File: config.mk
export PLATFORM = sky130hd
export DESIGN_NAME = addr_ptr_unit
export DESIGN_NICKNAME = d
export VERILOG_FILES = /design/src/rtl/addr_ptr_pkg.sv /design/src/rtl/rc_adder.sv /design/src/rtl/ptr_step_calc.sv /design/src/rtl/ptr_bank.sv /design/src/rtl/addr_ptr_unit.sv
export SDC_FILE = /design/constraint.sdc
export NUM_CORES = 1
export LEC_CHECK = 0
export BUFFER_PORTS_ARGS = -buffer_cell sky130_fd_sc_hd__buf_2
export CAP_MARGIN = 20
export CORE_MARGIN = 3
export CORE_UTILIZATION = 45
export DETAILED_ROUTE_END_ITERATION = 12
export HOLD_SLACK_MARGIN = 0.15
export PLACE_DENSITY_LB_ADDON = 0.12
export SLEW_MARGIN = 10
export SYNTH_ARGS = -nofsm -noshare
export SYNTH_HDL_FRONTEND = slang
export SYNTH_SLANG_ARGS = --single-unit
File: constraint.sdc
create_clock -name clk -period 4.8 [get_ports clk]
set_input_delay 0.96 -clock clk [delete_from_list [all_inputs] [get_ports clk]]
set_output_delay 0.96 -clock clk [all_outputs]
set_load 0.01 [all_outputs]
File: src/rtl/addr_ptr_pkg.sv
package addr_ptr_pkg;

   typedef enum logic [1:0] {
      STEP_INC  = 2'd0,
      STEP_DEC  = 2'd1,
      STEP_DISP = 2'd2,
      STEP_OFS  = 2'd3
   } step_e;

   typedef enum logic [1:0] {
      BANK_PTR  = 2'd0,
      BANK_OFS  = 2'd1,
      BANK_MOD  = 2'd2,
      BANK_NONE = 2'd3
   } bank_e;

endpackage

File: src/rtl/rc_adder.sv
module rc_adder #(
   parameter int W    = 16,
   parameter int IMPL = 0
) (
   input  logic [W-1:0] a,
   input  logic [W-1:0] b,
   output logic [W-1:0] s
);

   if (W < 2) begin : g_bad_w
      $error("rc_adder: W must be at least 2");
   end

   if (IMPL == 0) begin : g_mirror
      logic [W-1:0] a_rev, b_rev, sum_rev;
      for (genvar i = 0; i < W; i++) begin : g_rev
         assign a_rev[i] = a[W-1-i];
         assign b_rev[i] = b[W-1-i];
         assign s[i]     = sum_rev[W-1-i];
      end
      assign sum_rev = a_rev + b_rev;
   end else begin : g_ripple
      logic [W-1:0] cin;
      assign cin[W-1] = 1'b0;
      for (genvar i = W-1; i >= 0; i--) begin : g_bit
         assign s[i] = a[i] ^ b[i] ^ cin[i];
         if (i > 0) begin : g_carry
            assign cin[i-1] = (a[i] & b[i]) | (cin[i] & (a[i] ^ b[i]));
         end
      end
   end

endmodule

File: src/rtl/ptr_step_calc.sv
module ptr_step_calc
   import addr_ptr_pkg::*;
#(
   parameter int ADDR_W  = 16,
   parameter int DISP_W  = 8,
   parameter bit RC_EN   = 1'b1,
   parameter int RC_IMPL = 0
) (
   input  logic [ADDR_W-1:0] r_cur,
   input  logic [ADDR_W-1:0] n_cur,
   input  logic [ADDR_W-1:0] m_cur,
   input  step_e             mode,
   input  logic [DISP_W-1:0] disp,
   output logic [ADDR_W-1:0] r_nxt
);

   if (DISP_W < 1 || DISP_W > ADDR_W) begin : g_bad_disp
      $error("ptr_step_calc: DISP_W must lie in 1..ADDR_W");
   end

   logic [ADDR_W-1:0] amount;
   logic [ADDR_W-1:0] lin_sum;

   always_comb begin
      unique case (mode)
         STEP_INC:  amount = ADDR_W'(1);
         STEP_DEC:  amount = '1;
         STEP_DISP: amount = ADDR_W'($signed(disp));
         default:   amount = n_cur;
      endcase
   end

   assign lin_sum = r_cur + amount;

   if (RC_EN) begin : g_rc
      logic [ADDR_W-1:0] rc_sum;
      logic              use_rc;

      rc_adder #(.W(ADDR_W), .IMPL(RC_IMPL)) u_rc (
         .a (r_cur),
         .b (amount),
         .s (rc_sum)
      );

      assign use_rc = (m_cur == '0);
      assign r_nxt  = use_rc ? rc_sum : lin_sum;
   end else begin : g_lin
      logic m_unused;
      assign m_unused = ^m_cur;
      assign r_nxt    = lin_sum;
   end

endmodule

File: src/rtl/ptr_bank.sv
module ptr_bank
   import addr_ptr_pkg::*;
#(
   parameter int ADDR_W  = 16,
   parameter int NUM_PTR = 4,
   parameter int IDX_W   = 2
) (
   input  logic                           clk,
   input  logic                           rst_n,
   input  logic                           wr_en,
   input  bank_e                          wr_bank,
   input  logic [IDX_W-1:0]               wr_idx,
   input  logic [ADDR_W-1:0]              wr_data,
   input  logic                           upd_en,
   input  logic [IDX_W-1:0]               upd_idx,
   input  logic [ADDR_W-1:0]              upd_val,
   output logic [NUM_PTR-1:0][ADDR_W-1:0] r_q,
   output logic [NUM_PTR-1:0][ADDR_W-1:0] n_q,
   output logic [NUM_PTR-1:0][ADDR_W-1:0] m_q
);

   if ((1 << IDX_W) < NUM_PTR) begin : g_bad_idx
      $error("ptr_bank: IDX_W too narrow for NUM_PTR");
   end

   for (genvar g = 0; g < NUM_PTR; g++) begin : g_set
      logic hit_w, hit_u;
      assign hit_w = wr_en  && (wr_idx  == IDX_W'(g));
      assign hit_u = upd_en && (upd_idx == IDX_W'(g));

      always_ff @(posedge clk or negedge rst_n) begin
         if (!rst_n) begin
            r_q[g] <= '0;
         end else if (hit_w && wr_bank == BANK_PTR) begin
            r_q[g] <= wr_data;
         end else if (hit_u) begin
            r_q[g] <= upd_val;
         end
      end

      always_ff @(posedge clk or negedge rst_n) begin
         if (!rst_n) begin
            n_q[g] <= '0;
         end else if (hit_w && wr_bank == BANK_OFS) begin
            n_q[g] <= wr_data;
         end
      end

      always_ff @(posedge clk or negedge rst_n) begin
         if (!rst_n) begin
            m_q[g] <= '1;
         end else if (hit_w && wr_bank == BANK_MOD) begin
            m_q[g] <= wr_data;
         end
      end
   end

endmodule

File: src/rtl/addr_ptr_unit.sv
module addr_ptr_unit
   import addr_ptr_pkg::*;
#(
   parameter int  ADDR_W  = 16,
   parameter int  NUM_PTR = 4,
   parameter int  DISP_W  = 8,
   parameter bit  RC_EN   = 1'b1,
   parameter int  RC_IMPL = 0,
   localparam int IDX_W   = (NUM_PTR > 1) ? $clog2(NUM_PTR) : 1
) (
   input  logic              clk,
   input  logic              rst_n,
   input  logic              wr_en,
   input  logic [1:0]        wr_sel,
   input  logic [IDX_W-1:0]  wr_idx,
   input  logic [ADDR_W-1:0] wr_data,
   input  logic              upd_en,
   input  logic [IDX_W-1:0]  upd_idx,
   input  logic [1:0]        upd_mode,
   input  logic [DISP_W-1:0] upd_disp,
   output logic [ADDR_W-1:0] ea_out
);

   if (NUM_PTR < 2) begin : g_bad_num
      $error("addr_ptr_unit: NUM_PTR must be at least 2");
   end
   if (ADDR_W < 2) begin : g_bad_addr
      $error("addr_ptr_unit: ADDR_W must be at least 2");
   end

   logic [NUM_PTR-1:0][ADDR_W-1:0] r_q, n_q, m_q;
   logic [ADDR_W-1:0]              r_cur, n_cur, m_cur, r_nxt;

   assign r_cur  = r_q[upd_idx];
   assign n_cur  = n_q[upd_idx];
   assign m_cur  = m_q[upd_idx];
   assign ea_out = r_cur;

   ptr_step_calc #(
      .ADDR_W  (ADDR_W),
      .DISP_W  (DISP_W),
      .RC_EN   (RC_EN),
      .RC_IMPL (RC_IMPL)
   ) u_calc (
      .r_cur (r_cur),
      .n_cur (n_cur),
      .m_cur (m_cur),
      .mode  (step_e'(upd_mode)),
      .disp  (upd_disp),
      .r_nxt (r_nxt)
   );

   ptr_bank #(
      .ADDR_W  (ADDR_W),
      .NUM_PTR (NUM_PTR),
      .IDX_W   (IDX_W)
   ) u_bank (
      .clk     (clk),
      .rst_n   (rst_n),
      .wr_en   (wr_en),
      .wr_bank (bank_e'(wr_sel)),
      .wr_idx  (wr_idx),
      .wr_data (wr_data),
      .upd_en  (upd_en),
      .upd_idx (upd_idx),
      .upd_val (r_nxt),
      .r_q     (r_q),
      .n_q     (n_q),
      .m_q     (m_q)
   );

endmodule

---- Word-level counts from Yosys, hierarchy flattened ----
Index checks and enable logic that the tools add are counted.
operators by class
  equality and inequality tests ........... 10
  add/subtract/negate cells ............... 2
  multiplexer cells ....................... 16
  order comparisons ....................... 1
  reductions and logical operators ........ 29
operators with widths
  operator            count
  $mux 16             12
  $bmux 16 s2         3
  $pmux 16 s3         1
  $add 16x16->16      2
  $logic_and 1x1->1   20
  $logic_not 16->1    1
  $eq 2x2->1 const B  6
  $eq 2x1->1 const B  4
  $logic_not 2->1     4
  $reduce_bool 2->1   4
  $lt 2x3->1 const B  1
storage, ports and cells
  word-level logic and storage cells ...... 70
  output and inout bits ................... 16
  bits in registers ....................... 192

---- Longest topological paths before layout ----
Gate-level depths: netlist of run 1.
  word-level depth ........................ 7
  depth in mapped cells ................... 16
  depth with buffers taken out ............ 13

---- By module ----
From an unflattened synthesis of run 1, not the netlist that was laid out.
second synthesis, totals
  cell total of the unflattened synthesis .. 860
  area, all modules ....................... 11,388.4 µm²
modules (own cells, without submodules)
  module         times used  cells an instance  area an instance (µm²)
  ptr_bank       1           507                8,140.3
  ptr_step_calc  1           191                1,286.2
  addr_ptr_unit  1           58                 1,152.4
  rc_adder       1           104                809.5

---- Worst setup path before layout of run 1 ----
OpenSTA, ideal clock, no wires.
  kind .................................... input to register
  from .................................... in upd_idx[0]
  to ...................................... reg u_bank.r_q[31] (netlist bit)
  data required time ...................... 4.670 ns
  buffers on the path ..................... 4
  arrival ................................. 4.318 ns
  path slack .............................. 0.352 ns
  setup time .............................. 0.130 ns
  cell stages on the path ................. 16
  cell sequence ........................... clkbuf_8 > clkbuf_1 > buf_2 > mux4_2 > nor2_1 > nor2_1 > ha_1 > buf_2 > and4_1 > a21o_1 > or2_1 > o211a_1 > o31a_1 > o21ai_1 > xor2_1 > o21ai_0
between the ends
  cells in the longest elaborated chain, start to end .. 7
  elaborated cells between the ends (all ways) .. 16
RTL lines
  what                               RTL line                             RTL
  start: declaration                 addr_ptr_unit.sv:18                  input logic [IDX_W-1:0] upd_idx,
  $bmux 16 s2                        addr_ptr_unit.sv:35                  assign n_cur = n_q[upd_idx];
  $mux 16 (not written as such)      addr_ptr_unit.sv:35
  $pmux 16 s3                        ptr_step_calc.sv:25                  unique case (mode)
  $add 16x16->16 (on tied branches)  ptr_step_calc.sv:33, rc_adder.sv:21
  $mux 16                            ptr_step_calc.sv:46                  assign r_nxt = use_rc ? rc_sum : lin_sum;
  $mux 16                            ptr_bank.sv:36                       end else if (hit_u) begin
  $mux 16                            ptr_bank.sv:34                       end else if (hit_w && wr_bank == BANK_PTR) begin
  end signal: indexed assignment     ptr_bank.sv:35                       r_q[g] <= wr_data;
  end signal: indexed assignment     ptr_bank.sv:37                       r_q[g] <= upd_val;
  end: declaration                   ptr_bank.sv:17                       output logic [NUM_PTR-1:0][ADDR_W-1:0] r_q,
Parallel ways exist; a longest one is shown, timed or not. The select of a mux whose other input is x is not followed.
A chain may end at the register's enable or synchronous reset.

---- Worst setup path in the final report of run 1 ----
  from .................................... in upd_idx[0]
  to ...................................... reg u_bank.r_q[28] (netlist bit)
The elaborated chain is that of the path after synthesis.

==> out/results.ini, run 1 <==
[sta]
timing.setup.tns_ns=0
min_period_ns=4.120
max_freq_mhz=242.7
worst_pin_slew_ns=0.8564
slew_violations=0
clock_skew_ns=0.02111
fin_crit_sh_pct=85.84
hold_violations=0
rsz0062_at_grt=false
slew_headroom_pct=42.91
finalSetupViolCount=0

[floorplan]
coreArea_mm2=0.02209
row_count=54
die_h_um=157.1
die_area_mm2=0.02467
die_w_um=157.1
start_util_pct=46.48
io_pins=52

[critical_path]
cp_cell_sequence=buf_2, mux4_2, mux2i_1, nand2_1, ha_1, fa_1, a211oi_1, o21a_1, o31ai_1, a21o_1, a21oi_1, a21oi_1, xnor2_1, o211ai_1
crit_path_end_kind=flip-flop
cp_data_required_time_ns=5.10
worstSetupStartpointType=input port
crit_type=in -> reg
cp_data_arrival_time_ns=4.42
worstPathMaxFanout=8
worst_path_max_delay_cell=mux4_2
slowest_delay_ns=0.54
r2r_cells=13
critical_path.most_common_cell=a21oi_1

[layout]
final_cell_mix=mux2_2, dfrtp_1, nor2_1, nand2_1, dfstp_2
diodes=0
layout-drive-gt1-share_pct=36.45
fillers=1981
nets=982
layout_commonest_cell=mux2_2
syn_to_final_growth_pct=10.66

[global_route]
grt_max_degree=106
grt_pass1_vias=7560
grt_usage_pct=23.54
grt_overflow=0
grt_pass1_wl_um=44370
antenna_found_initial=0

[clocking]
path_clk_slew_ns=0.08
root_buffer=clkbuf_16
htreeDepth=4
cts-resized-gates=0
clock_latency_ns=0.45
postCtsHoldBufs=0
clockBufferDepth=2
postCtsSetupRepairBufs=0
cts_tree=built
cts_buffers=17
clock-sinks=192

[routing]
wl_per_cell_um=22.94
drt_wl_total_um=28000
drc=0
drt_iter0_markers=549
routed-via-count=7403
ant_nets=0
via_per_inst=6.063
drt-pass1-iter-count=5

[pwr]
internal_power_uw=4029
p_sw_share_pct=36.54
seqPwrFrac_pct=39.0
vdd_ir_drop_max_uv=237.5
comb_power_share_pct=38.2
p_leak_uw=0.004723
clockPowerShare_pct=22.8
p_per_area_mw_per_mm2=558.6
total_power_uw=6349
p_sw_uw=2320

[yosys]
async_flop_share_pct=100.0
synthDistinctLibCells=66
yosysSeqAreaShare_pct=47.56
synthFlopType=dfrtp_1
syn_avg_cell_area_um2=11.32
synthCells=907
netlist_area_mm2=0.01027
ys_ff_latch=192
yosysWarnings=0
synth_edf_count=0
syn-num-nets=961

[worst_hold_path]
whs_path_depth=1
hold_path_class=reg -> reg

[place]
gp_congestion=0.8721
io_buffer_count=51
dp_hpwl_um=19260

[job]
timing.max_cap.violations=0

[status]
status=finished clean

[power by group through the flow]
| stage | Combinational [µW] | Clock [µW] | Sequential (µW) |
|---|---|---|---|
| 2_1_floorplan | 1810 | 0 | 2400 |
| 3_3_place_gp | 2380 | 0 | 2490 |
| 3_5_place_dp | 2400 | 0 | 2500 |
| 4_1_cts | 2410 | 1480 | 2470 |
| 5_1_grt | 2680 | 1550 | 2530 |
| 6_report | 2430 | 1450 | 2480 |
[Yosys cell counts (all sizes together) (5+ instances only)]
library cell,count,area share (%)
a211oi,9,0.66
dfstp,64,16
o21ai,67,3.3
or3,8,0.54
nand2,66,2.4
nand3,31,1.5
xor2,5,0.43
nor4,14,1.0
and3,17,1.0
or2,5,0.30
mux2,129,14
dfrtp,128,31
clkbuf,51,2.0
xnor2,10,0.85
a21o,22,1.6
o211ai,18,1.3
nor2,80,2.9
nor3,7,0.39
a21oi,38,1.9
ha,16,1.9
a31oi,9,0.55
mux4,32,7.0
buf,14,0.93
mux2i,9,0.88
[through the flow]
stage / hold WS (ns) / worst slack [ns] / instance area, µm² / cells / utilization, %
detailed placement: 0.4902 / 0.2741 / 10750 / 1189 / 48.65
finish: 0.5033 / 0.6799 / 11360 / 1221 / 51.44
global placement: 0.4839 / 0.2503 / 10750 / 1189 / 48.65
CTS: 0.5087 / 0.7172 / 11360 / 1221 / 51.44
global route: 0.5218 / 0.4173 / 11360 / 1221 / 51.44
floorplan: 0.4747 / 0.3517 / 10270 / 907 / -
[sequential cells by signal (all words and copies together) (netlist names)]
register	count
u_bank.m_q	64
u_bank.n_q	64
u_bank.r_q	64
[logic make-up (layout without fill, tap and decap cells)]
group                      Yosys count  after routing  share of synthesized area [%]
and+or+nand+nor                    251            251                          11.84
DFF                                192            192                          47.56
AOI/OAI and AO/OA                  191            191                          11.60
muxes                              170            170                          22.04
buffers and inverters               70            104                          3.338
adders and majority gates           18             18                          2.339
xor gates and xnor gates            15             15                          1.279
[final cells by class]
cell class              instances  area [µm²]  share of cell area (%)
inverters                       1       3.754                 0.03303
clock inverters                15       190.2                   1.673
multi-input cells             645        5059                   44.51
well taps                     280       350.3                   3.083
flip-flops and latches        192        4885                   42.98
clock buffers                  17       425.4                   3.743
repair buffers                 71       451.7                   3.974
[metal layers]
metal | GRT usage (%) | wire length (µm) | vias to the layer above
li1 | - | - | 3372
met1 | 33.18 | 12680 | 3746
met2 | 36.79 | 13110 | 246
met3 | 4.922 | 1608 | 39
met4 | 7.273 | 603 | 0
met5 | 0 | 0 | -
[final timing paths]
| path | start | end | slack, ns |
|---|---|---|---|
| worst max-delay path | upd_idx[0] | u_bank.r_q[28]$_DFFE_PN0P_ | 0.68 |
| worst min-delay path | u_bank.n_q[45]$_DFFE_PN0P_ | u_bank.n_q[45]$_DFFE_PN0P_ | 0.50 |
| worst max register to register | u_bank.n_q[32]$_DFFE_PN0P_ | u_bank.r_q[28]$_DFFE_PN0P_ | 1.21 |
| worst min register to register | u_bank.n_q[45]$_DFFE_PN0P_ | u_bank.n_q[45]$_DFFE_PN0P_ | 0.50 |
| max in group asynchronous | rst_n | u_bank.r_q[57]$_DFFE_PN0P_ | 3.17 |
| min in group asynchronous | rst_n | u_bank.n_q[61]$_DFFE_PN0P_ | 0.63 |
[critical path: cells and delay by family]
kind	cells	cell delay (ns)
compound gates	7	1.28
xor+xnor	1	0.40
fa+ha+maj	2	0.69
buf+inv	1	0.30
mux	2	0.68
simple gates	1	0.11
Power figures use the tool's default switching activity.
==> run 2, diff against run 1 <==
--- a/config.mk
+++ b/config.mk
@@ -9,2 +9,3 @@
 export CAP_MARGIN = 20
+export CORE_ASPECT_RATIO = 1.1
 export CORE_MARGIN = 3
@@ -13,3 +14,2 @@
 export HOLD_SLACK_MARGIN = 0.15
-export PLACE_DENSITY_LB_ADDON = 0.12
 export SLEW_MARGIN = 10
--- a/constraint.sdc
+++ b/constraint.sdc
@@ -3,2 +3,2 @@
 set_output_delay 0.96 -clock clk [all_outputs]
-set_load 0.01 [all_outputs]
+set_load 0.02 [all_outputs]
==> out/results.ini, run 2 (synthesis results as in run 1) <==
[global_route]
antenna_found_initial=0
grt_overflow=0
grt_pass1_wl_um=43480
grt_usage_pct=23.06
grt_max_degree=109
grt_pass1_vias=7532

[layout]
layout-drive-gt1-share_pct=36.96
fin_cells=1242
fillers=2029
layout_commonest_cell=mux2_2
final_cell_mix=mux2_2, dfrtp_1, nor2_1, nand2_1, dfstp_2
syn_to_final_growth_pct=10.98
seq_area_mm2=0.004885
largest_registers=u_bank.m_q: 64 flops, u_bank.n_q: 64 flops, u_bank.r_q: 64 flops
multi_input_area_mm2=0.005061
diodes=0
nets=988

[sta]
finalSetupViolCount=0
timing.setup.tns_ns=0
fin_crit_sh_pct=86.79
max_freq_mhz=240.0
slew_headroom_pct=40.05
clock_skew_ns=0.01366
worst_pin_slew_ns=0.8992
min_period_ns=4.166
hold_violations=0
slew_violations=0
rsz0062_at_grt=false

[critical_path]
cp_data_required_time_ns=5.09
worst_path_max_delay_cell=mux4_2
worstSetupStartpointType=input port
crit_path_end_kind=flip-flop
cp_cell_sequence=buf_2, buf_12, buf_4, mux4_2, nor2_1, nor2_1, ha_1, a21o_1, a21o_1, a21o_1, a31oi_1, nand2b_1, a21oi_1, xnor2_1, o21ai_0
crit_type=in -> reg
worstPathMaxFanout=19
critical_path.most_common_cell=a21o_1
critical-path-top-delay-family=compound AO/OA/AOI/OAI gates
cp_data_arrival_time_ns=4.45
critPathBufInv=3
slowest_delay_ns=0.49

[clocking]
root_buffer=clkbuf_16
cts_buffers=17
clockBufferDepth=2
htreeDepth=4
postCtsHoldBufs=0
clock_latency_ns=0.43
path_clk_slew_ns=0.07
postCtsSetupRepairBufs=0
cts_tree=built
clock-sinks=192
cts-resized-gates=0

[routing]
drt_iter0_markers=666
ant_nets=0
via_per_inst=6.002
wl_per_cell_um=22.06
drc=0
drt-pass1-iter-count=5
drt_wl_total_um=27400
routed-via-count=7454

[job]
timing.max_cap.violations=0

[status]
status=finished clean

[place]
gp_congestion=0.8382
io_buffer_count=51
placed_cells=1210
dp_hpwl_um=19190

[pwr]
seqPwrFrac_pct=38.9
clockPowerShare_pct=22.4
p_sw_share_pct=36.32
p_sw_uw=2317
internal_power_uw=4061
p_leak_uw=0.004746
comb_power_share_pct=38.7
vdd_ir_drop_max_uv=304.2
p_per_area_mw_per_mm2=559.5

[floorplan]
io_pins=52
die_w_um=150.0
die_h_um=164.4
start_util_pct=46.15
row_count=57
coreArea_mm2=0.02225
die_area_mm2=0.02467

[worst_hold_path]
hold_path_class=reg -> reg

run 2: cell count changes in the layout (fill, tap and decap cells not counted):
cell       delta
inv_4         +2
buf_4         +7
nor2_1        -1
inv_8         +3
clkinv_8      -5
bufinv_16     +1
buf_12        -1
inv_12        -1
nor2_2        +1
run 2: layout make-up:
type                       instances  area share [%]
clock inverter                    15           1.482
clock buffer                      17           3.733
multi-input combinational        645           44.41
inverter                           1         0.03293
sequential                       192           42.86
tap                              295           3.239
timing repair buffer              77           4.249
run 2: final timing paths:
path	slack, ns	to	depth (start not counted)	from
max	0.63	u_bank.r_q[48]$_DFFE_PN0P_	15	upd_idx[0]
min	0.50	u_bank.n_q[39]$_DFFE_PN0P_	1	u_bank.n_q[39]$_DFFE_PN0P_
max reg2reg	1.28	u_bank.r_q[27]$_DFFE_PN0P_	12	u_bank.n_q[34]$_DFFE_PN0P_
min reg2reg	0.50	u_bank.n_q[39]$_DFFE_PN0P_	1	u_bank.n_q[39]$_DFFE_PN0P_
max in group asynchronous	3.15	u_bank.m_q[47]$_DFFE_PN1P_	2	rst_n
min in group asynchronous	0.67	u_bank.n_q[58]$_DFFE_PN0P_	1	rst_n
run 2: metal layers:
layer | vias up | part of all wire [%] | GRT usage [%]
li1 | 3373 | - | -
met1 | 3808 | 45 | 32.51
met2 | 230 | 48 | 37.45
met3 | 43 | 4.8 | 3.128
met4 | 0 | 2.3 | 6.947
met5 | - | 0 | 0
run 2: per-stage QoR:
step | setup slack, ns | cell area, µm² | utilization [%] | power [µW] | hold slack, ns
after global placement | 0.2350 | 10800 | 48.55 | 4924 | 0.4834
final | 0.6341 | 11400 | 51.22 | 6377 | 0.5034
after floorplan | 0.3317 | 10270 | - | 4268 | 0.4747
after detailed placement | 0.2203 | 10800 | 48.55 | 4951 | 0.4897
after CTS | 0.6773 | 11400 | 51.22 | 6399 | 0.5067
after global routing | 0.3021 | 11400 | 51.22 | 6791 | 0.5189
run 2: power groups by stage:
stage               clock network, µW  logic [µW]  registers, µW
finish                           1430        2470           2480
global route                     1540        2720           2540
CTS                              1460        2470           2470
detailed placement                  0        2450           2500
global placement                    0        2430           2490
floorplan                           0        1860           2400
run 2: worst register-to-register path: cells and delay by family (launching register included):
kind            cells  cell delay (ns)
simple gates        3             0.43
flops               1             0.39
xor+xnor            1             0.45
compound gates      6             1.27
mux                 1             0.48
fa+ha+maj           1             0.39
==> run 3, diff against run 2 <==
Settings changed: REMOVE_ABC_BUFFERS set to 1, SETUP_SLACK_MARGIN set to 0.05.
==> out/results.ini, run 3 (synthesis results as in run 1) <==
[pwr]
vdd_ir_drop_max_uv=263.0
internal_power_uw=4145
comb_power_share_pct=39.3
clockPowerShare_pct=22.2
p_leak_uw=0.004755
p_per_area_mw_per_mm2=564.8
p_sw_share_pct=35.66
seqPwrFrac_pct=38.5
p_sw_uw=2297
total_power_uw=6441

[layout]
syn_to_final_growth_pct=11.05
largest_registers=u_bank.m_q: 64 flops, u_bank.n_q: 64 flops, u_bank.r_q: 64 flops
final_area_mm2=0.01140
final_cell_mix=mux2_2, dfrtp_1, nor2_1, nand2_1, dfstp_2
diodes=0
multi_input_area_mm2=0.005050
layout-drive-gt1-share_pct=37.00
nets=995
fillers=2009
seq_area_mm2=0.004885
layout_commonest_cell=mux2_2
fin_cells=1249

[critical_path]
crit_type=in -> reg
crit_path_end_kind=flip-flop
cp_data_arrival_time_ns=4.52
cp_data_required_time_ns=5.09
worstPathMaxFanout=12
worstSetupStartpointType=input port

[place]
dp_hpwl_um=19670
dpl_cell_area_mm2=0.01082
placed_cells=1217
io_buffer_count=51
gp_congestion=0.9315

[global_route]
grt_max_degree=100
antenna_found_initial=0
grt_overflow=0
grt_pass1_vias=7579
grt_usage_pct=23.42
grt_pass1_wl_um=44130

[clocking]
postCtsSetupRepairBufs=0
root_buffer=clkbuf_16
cts_tree=built
clock_latency_ns=0.44
clock-sinks=192
clockBufferDepth=2
path_clk_slew_ns=0.07
cts_buffers=17
htreeDepth=4
postCtsHoldBufs=0
cts-resized-gates=0

[sta]
max_freq_mhz=236.3
worst_pin_slew_ns=0.9162
finalSetupViolCount=0
min_period_ns=4.232
fin_crit_sh_pct=88.16
rsz0062_at_grt=false
slew_headroom_pct=38.59
clock_skew_ns=0.01605
slew_violations=0
timing.setup.tns_ns=0
hold_violations=0

[routing]
via_per_inst=5.992
dr.max_layer_used=met4
wl_per_cell_um=22.33
wl_met3_um=1847
routed-via-count=7484
ant_nets=0
wl_met1_um=12300
drc=0
drt-pass1-iter-count=5
drt_iter0_markers=698
drt_wl_total_um=27900
wl_met2_um=13380

[floorplan]
row_count=57
start_util_pct=46.15
die_w_um=150.0
io_pins=52
die_area_mm2=0.02467
coreArea_mm2=0.02225
die_h_um=164.4

[status]
status=finished clean

[worst_hold_path]
hold_path_class=reg -> reg

[job]
timing.max_cap.violations=0

==> run 3: cell count changes in the layout (fill, tap and decap cells not counted), moves of 2 or more <==
cell / before / now
inv_4: 2 / 0
inv_8: 4 / 1
buf_4: 24 / 33
buf_12: 2 / 0
clkbuf_1: 0 / 2
==> run 3: layout make-up <==
class                   instances  share of cell area (%)
multi-input cells             645                   44.28
repair buffers                 84                   4.487
clock buffers                  19                   3.796
clock inverters                13                   1.338
well taps                     295                   3.236
inverters                       1                 0.03291
flip-flops and latches        192                   42.83
==> run 3: path summary, 6_finish.rpt <==
kind | start | to | slack (ns) | cells past startpoint
setup / recovery | upd_idx[0] | u_bank.r_q[13]$_DFFE_PN0P_ | 0.57 | 14
hold / removal | u_bank.n_q[47]$_DFFE_PN0P_ | u_bank.n_q[47]$_DFFE_PN0P_ | 0.51 | 1
setup reg to reg | u_bank.n_q[48]$_DFFE_PN0P_ | u_bank.r_q[12]$_DFFE_PN0P_ | 1.18 | 13
hold reg to reg | u_bank.n_q[47]$_DFFE_PN0P_ | u_bank.n_q[47]$_DFFE_PN0P_ | 0.51 | 1
max in group asynchronous | rst_n | u_bank.r_q[36]$_DFFE_PN0P_ | 3.19 | 2
min in group asynchronous | rst_n | u_bank.r_q[10]$_DFFE_PN0P_ | 0.55 | 1
==> run 3: worst max-delay path, stage by stage <==
cell and delay (ns):
buf_2 0.35, buf_4 0.26, mux4_2 0.50, nor2_1 0.11, nor2_1 0.11, ha_1 0.36, and4_1 0.23, a21o_1 0.20
or2_1 0.25, o211a_1 0.23, o21ai_0 0.23, a31oi_1 0.14, xnor2_1 0.41, o211ai_1 0.18
==> run 3: power by group through the flow <==
stage / registers (µW) / clock network, µW / logic (µW)
after floorplan: 2400 / 0 / 1820
after global placement: 2490 / 0 / 2480
after detailed placement: 2500 / 0 / 2500
after CTS: 2470 / 1460 / 2520
after global routing: 2540 / 1520 / 2780
final: 2480 / 1430 / 2530
==> run 3: metrics by stage <==
step | hold slack, ns | utilization [%] | setup WS [ns]
after floorplan | 0.4747 | - | 1.157
after global placement | 0.4838 | 48.62 | 0.1920
after detailed placement | 0.4902 | 48.62 | 0.1558
after CTS | 0.5068 | 51.25 | 0.5708
after global routing | 0.5136 | 51.25 | 0.3569
final | 0.5051 | 51.25 | 0.5681
==> run 3: metal layers <==
metal  vias to the layer above  GRT usage [%]
li1                       3396              -
met1                      3772          32.99
met2                       282          37.41
met3                        34          4.857
met4                         0          5.865
met5                         -              0
